**src/rtl/hic_pkg.sv**
```systemverilog
package hic_pkg;
  localparam int unsigned BUS_W  = 16;
  localparam int unsigned LANE_W = 8;
  localparam int unsigned SRC_N  = 5;
  localparam int unsigned LVL_W  = 3;

  typedef struct packed {
    logic hi;
    logic lo;
  } lane_wr_t;
endpackage

```
**src/rtl/hic_bus_decode.sv**
```systemverilog
module hic_bus_decode
  import hic_pkg::*;
#(
  parameter int unsigned N_SRC = SRC_N,
  parameter int unsigned DW    = BUS_W,
  parameter int unsigned LW    = LANE_W
) (
  input  logic             bus_sel,
  input  logic             bus_we,
  input  logic [1:0]       bus_be,
  input  logic [DW-1:0]    bus_wdata,
  output lane_wr_t         lane_wr,
  output logic [N_SRC-1:0] mask_d,
  output logic [N_SRC-1:0] clr_vec
);
  localparam int unsigned HI_BASE = LW;

  logic wr_cycle;
  logic unused_rsvd_bits;

  assign wr_cycle   = bus_sel && bus_we;
  assign lane_wr.lo = wr_cycle && bus_be[0];
  assign lane_wr.hi = wr_cycle && bus_be[1];

  assign mask_d  = bus_wdata[N_SRC-1:0];
  assign clr_vec = lane_wr.hi ? bus_wdata[HI_BASE +: N_SRC] : '0;

  // reserved data bits are deliberately dropped
  assign unused_rsvd_bits = ^{bus_wdata[LW-1:N_SRC], bus_wdata[DW-1:HI_BASE+N_SRC]};
endmodule

```
**src/rtl/hic_mask_reg.sv**
```systemverilog
module hic_mask_reg #(
  parameter int unsigned N_SRC = hic_pkg::SRC_N
) (
  input  logic             clk,
  input  logic             rst_n,
  input  logic             load,
  input  logic [N_SRC-1:0] d,
  output logic [N_SRC-1:0] q
);
  always_ff @(posedge clk or negedge rst_n) begin
    if (!rst_n) q <= '0;
    else if (load) q <= d;
  end


  mask_load_chk: assert property (@(posedge clk) disable iff (!rst_n)
    load |=> (q == $past(d)));


  mask_hold_chk: assert property (@(posedge clk) disable iff (!rst_n)
    !load |=> $stable(q));
endmodule

```
**src/rtl/hic_pending_bank.sv**
```systemverilog
module hic_pending_bank #(
  parameter int unsigned N_SRC = hic_pkg::SRC_N
) (
  input  logic             clk,
  input  logic             rst_n,
  input  logic [N_SRC-1:0] evt_i,
  input  logic [N_SRC-1:0] en_i,
  input  logic             gate_i,
  input  logic [N_SRC-1:0] clr_i,
  output logic [N_SRC-1:0] set_o,
  output logic [N_SRC-1:0] pend_q
);
  for (genvar g = 0; g < N_SRC; g++) begin : g_bit
    assign set_o[g] = evt_i[g] && en_i[g] && gate_i;

    // set has priority over a simultaneous clear
    always_ff @(posedge clk or negedge rst_n) begin
      if (!rst_n)        pend_q[g] <= 1'b0;
      else if (set_o[g]) pend_q[g] <= 1'b1;
      else if (clr_i[g]) pend_q[g] <= 1'b0;
    end


    pend_rise_qualified_chk: assert property (@(posedge clk) disable iff (!rst_n)
      $rose(pend_q[g]) |-> $past(evt_i[g] && en_i[g] && gate_i));


    set_beats_clr_chk: assert property (@(posedge clk) disable iff (!rst_n)
      (evt_i[g] && en_i[g] && gate_i && clr_i[g]) |=> pend_q[g]);


    clr_takes_chk: assert property (@(posedge clk) disable iff (!rst_n)
      (clr_i[g] && !(evt_i[g] && en_i[g] && gate_i)) |=> !pend_q[g]);


    pend_sticky_chk: assert property (@(posedge clk) disable iff (!rst_n)
      (pend_q[g] && !clr_i[g]) |=> pend_q[g]);
  end
endmodule

```
**src/rtl/host_irq_ctrl.sv**
```systemverilog
module host_irq_ctrl
  import hic_pkg::*;
#(
  parameter int unsigned N_SRC     = SRC_N,
  parameter int unsigned DW        = BUS_W,
  parameter int unsigned LW        = LANE_W,
  parameter int unsigned LW_LVL    = LVL_W,
  parameter int unsigned IRQ_LEVEL = 2
) (
  input  logic              clk,
  input  logic              rst_n,
  input  logic [N_SRC-1:0]  evt_i,
  input  logic              gate_i,
  input  logic              bus_sel,
  input  logic              bus_we,
  input  logic [1:0]        bus_be,
  input  logic [DW-1:0]     bus_wdata,
  output logic [DW-1:0]     bus_rdata,
  output logic [LW_LVL-1:0] irq_level
);
  localparam logic [LW_LVL-1:0] LVL_ON = LW_LVL'(IRQ_LEVEL);

  lane_wr_t         lane_wr;
  logic [N_SRC-1:0] mask_d;
  logic [N_SRC-1:0] clr_vec;
  logic [N_SRC-1:0] mask_q;
  logic [N_SRC-1:0] set_vec;
  logic [N_SRC-1:0] pend_q;

  hic_bus_decode #(.N_SRC(N_SRC), .DW(DW), .LW(LW)) u_dec (
    .bus_sel   (bus_sel),
    .bus_we    (bus_we),
    .bus_be    (bus_be),
    .bus_wdata (bus_wdata),
    .lane_wr   (lane_wr),
    .mask_d    (mask_d),
    .clr_vec   (clr_vec)
  );

  hic_mask_reg #(.N_SRC(N_SRC)) u_mask (
    .clk   (clk),
    .rst_n (rst_n),
    .load  (lane_wr.lo),
    .d     (mask_d),
    .q     (mask_q)
  );

  hic_pending_bank #(.N_SRC(N_SRC)) u_pend (
    .clk    (clk),
    .rst_n  (rst_n),
    .evt_i  (evt_i),
    .en_i   (mask_q),
    .gate_i (gate_i),
    .clr_i  (clr_vec),
    .set_o  (set_vec),
    .pend_q (pend_q)
  );

  assign bus_rdata = (bus_sel && !bus_we) ? {{(DW-N_SRC){1'b0}}, pend_q} : '0;
  assign irq_level = (|pend_q) ? LVL_ON : '0;


  irq_level_legal_chk: assert property (@(posedge clk) disable iff (!rst_n)
    (irq_level == '0) || (irq_level == LVL_ON));


  irq_after_set_chk: assert property (@(posedge clk) disable iff (!rst_n)
    (|set_vec) |=> (irq_level == LVL_ON));


  rdata_upper_zero_chk: assert property (@(posedge clk) disable iff (!rst_n)
    bus_rdata[DW-1:N_SRC] == '0);


  rdata_idle_chk: assert property (@(posedge clk) disable iff (!rst_n)
    !bus_sel |-> (bus_rdata == '0));
endmodule

```
**config.mk**
```make
export PLATFORM = sky130hd
export DESIGN_NAME = host_irq_ctrl
export DESIGN_NICKNAME = d
export VERILOG_FILES = /design/src/rtl/hic_pkg.sv /design/src/rtl/hic_bus_decode.sv /design/src/rtl/hic_mask_reg.sv /design/src/rtl/hic_pending_bank.sv /design/src/rtl/host_irq_ctrl.sv
export SDC_FILE = /design/constraint.sdc
export NUM_CORES = 1
export LEC_CHECK = 0
export BUFFER_PORTS_ARGS = -buffer_cell sky130_fd_sc_hd__buf_2
export CORE_UTILIZATION = 40
export CTS_BUF_LIST = sky130_fd_sc_hd__clkbuf_8
export CTS_CLUSTER_SIZE = 30
export DETAILED_ROUTE_END_ITERATION = 6
export GPL_TIMING_DRIVEN = 0
export PLACE_DENSITY = 0.8
export SLEW_MARGIN = 5
export SYNTH_ARGS = -nofsm -noshare
export SYNTH_HDL_FRONTEND = slang
export SYNTH_SLANG_ARGS = --single-unit
export TNS_END_PERCENT = 10
```
**constraint.sdc**
```tcl
create_clock -name clk -period 1.3 [get_ports clk]
set_input_delay 0.26 -clock clk [delete_from_list [all_inputs] [get_ports clk]]
set_output_delay 0.26 -clock clk [all_outputs]
set_load 0.02 [all_outputs]
```
==> flow_metrics.env <==
export IMPL_status="completed"
export IMPL_seqCellArea_um2=250
export IMPL_yosysTopAreaCellShare_pct=44.7
export IMPL_grtUsageTotal_pct=16.1
export IMPL_ys_seq_area_share_pct=44.7
export IMPL_worstPathArrival_ns=1.00
export IMPL_cts_tree="built"
export IMPL_ctsHtreeMaxLevel=1
export IMPL_routedWlPerCell_um=9.93
export IMPL_fin_crit_ns=1.26
export IMPL_path_class="reg -> out"
export IMPL_drtAntennaViolNets=0
export IMPL_powerDensity_nw_per_um2=1190
export IMPL_min_path_type="in -> reg"
export IMPL_fin_skew_ns=0.00149
export IMPL_worstHoldStart="bus_wdata[2]"
export IMPL_dieArea_um2=1550
export IMPL_grt_ovfl_total=0
export IMPL_worstSetupEndpointType="output port"
export IMPL_fmax_ghz=0.796
export IMPL_maxCapViolCount=0
export IMPL_drtIter0Drc=7
export IMPL_io_buffers=27
export IMPL_worstPathMaxFanout=3
export IMPL_yosys_cell_types_count=12
export IMPL_fin_util_pct=64.2
export IMPL_grt_pass1_wl_mm=1.46
export IMPL_slew_viol_final=0
export IMPL_area_growth_pct=49.4
export IMPL_netlist_top_cells_area="dfrtp_1 (45%), buf_4 (17%), mux2_2 (10%)"
export IMPL_setup_tns_ns=0
export IMPL_leakage_uw=0.000438
export IMPL_required_ns=1.04
export IMPL_core_area_um2=1300
export IMPL_grt_max_degree=11
export IMPL_rsz0062_at_grt="false"
export IMPL_dieWidth_um=39.4
export IMPL_cts_buffer_depth=2
export IMPL_chipHeight_um=39.4
export IMPL_insertion_delay_ns=0.23
export IMPL_synth_edf_count=0
export IMPL_routed_wl_mm=1.08
export IMPL_start_kind="flip-flop"
export IMPL_synth_warnings=0
export IMPL_r2r_start="u_pend.pend_q[3]"
export IMPL_fin_crit_sh_pct=96.7
export IMPL_path_clk_slew_ns=0.04
export IMPL_drtPass1Iterations=4
export IMPL_cts_sinks=10
export IMPL_yosys_most_used_dff="dfrtp_1"
export IMPL_avgSynthCellArea_um2=11.4
export IMPL_synthTopCellsByCount="buf_4 (13), dfrtp_1 (10)"
export IMPL_ys_ff_latch=10
export IMPL_viasPerCell=4.57
export IMPL_yosysMostFrequentCell="buf_4"
export IMPL_crit_start="u_pend.pend_q[3]"
export IMPL_syn_inst=49
export IMPL_fillers=127
export IMPL_fin_nets=124
export IMPL_pin_count=47
export IMPL_start_util_pct=43.0
export IMPL_power_uw=995
export IMPL_cts_buffers=3
export IMPL_antenna_cells=0
export IMPL_rows=13
export IMPL_setup_violations=0
export IMPL_vias=498
export IMPL_drcViolationCount=0
export IMPL_finalHoldViolations=0
export IMPL_multi_input_area_um2=262
export IMPL_grt_pass1_vias=352
export IMPL_place_congestion=0.700
export IMPL_antenna_found_initial=0
export IMPL_post_synth_top_area_cell="dfrtp_1"
export IMPL_ctsRootBufferMaster="clkbuf_8"
export IMPL_drive_gt1_share_pct=56.4
export IMPL_synthArstFlopShare_pct=100
export IMPL_synthesis_area_um2=559
export IMPL_ir_drop_mv=0.963
[cell families (layout without fill, tap and decap cells)]
family                 count (synthesis)  after routing  share of synthesized area, %
other                                  1             13                         0.670
buffers and inverters                 13             46                          17.4
AND/OR/NAND/NOR                       15             15                          18.1
AO/OA/AOI/OAI                          5              5                          8.95
multiplexers                           5              5                          10.1
flip-flops                            10             10                          44.7
[layout make-up]
class / instances / share of cell area, %
clock buffers: 3 / 4.94
well taps: 15 / 2.25
repair buffers: 30 / 19.9
multi-input cells: 38 / 31.3
plain buffers: 13 / 11.7
flip-flops and latches: 10 / 29.9
[worst max-delay path, stage by stage, from the launching register on]
cell and delay [ns]:
dfrtp_1 0.39, nor3_2 0.17, nand2_1 0.08, buf_6 0.13
[path summary, 6_finish.rpt]
kind	depth (start not counted)	slack (ns)	end
worst max-delay path	3	0.04	irq_level[1]
worst min register to register	1	0.51	u_mask.q[1]
min in group asynchronous	2	0.43	u_mask.q[3]
worst max register to register	2	0.46	u_pend.pend_q[3]
max in group asynchronous	2	0.68	u_pend.pend_q[2]
worst min-delay path	2	0.26	u_mask.q[2]
[layer usage]
metal  wire length [um]  vias up  global-route usage, %
li1                   -      245                      -
met5                  0        -                      0
met2                505       38                   22.9
met4                 21        0                   18.1
met1                426      213                   16.7
met3                128        2                   6.25
[registers in the layout (all words and copies together) (netlist names)]
signal / count
u_mask.q: 5
u_pend.pend_q: 5
[layout by cell type (no fill, tap or decap), drive strengths merged]
cell type    count
buf             42
conb            13
dfrtp           10
and2             5
mux2             5
nand4            5
a32o             5
clkbuf           3
and2b            1
nor2             1
nor3             1
nand2            1
nand3            1
dlygate4sd3      1
[per-stage QoR]
stage                     hold slack [ns]  worst slack [ns]  instances  instance area [um2]
after global placement              0.122            0.0602        103                  758
after floorplan                   -0.0356             0.344         61                  604
after detailed placement            0.132            0.0589        103                  758
after CTS                           0.259           0.00978        107                  810
after global routing                0.265          0.000167        109                  836
final                               0.264            0.0433        109                  836
[where the power goes]
part | switching (uW) | internal (uW) | leakage (uW)
Clock | 100 | 201 | 0.0000216
Sequential | 45.0 | 383 | 0.000113
Combinational | 121 | 145 | 0.000303
[what timing repair did]
action                                  in CTS  in global routing
endpoints found under the setup margin       0                  1
endpoints found under the hold margin       10                  0
gates resized for setup                      0                  3
buffers inserted                             0                  2
hold buffers                                 1                  0
Power figures use the tool's default switching activity.
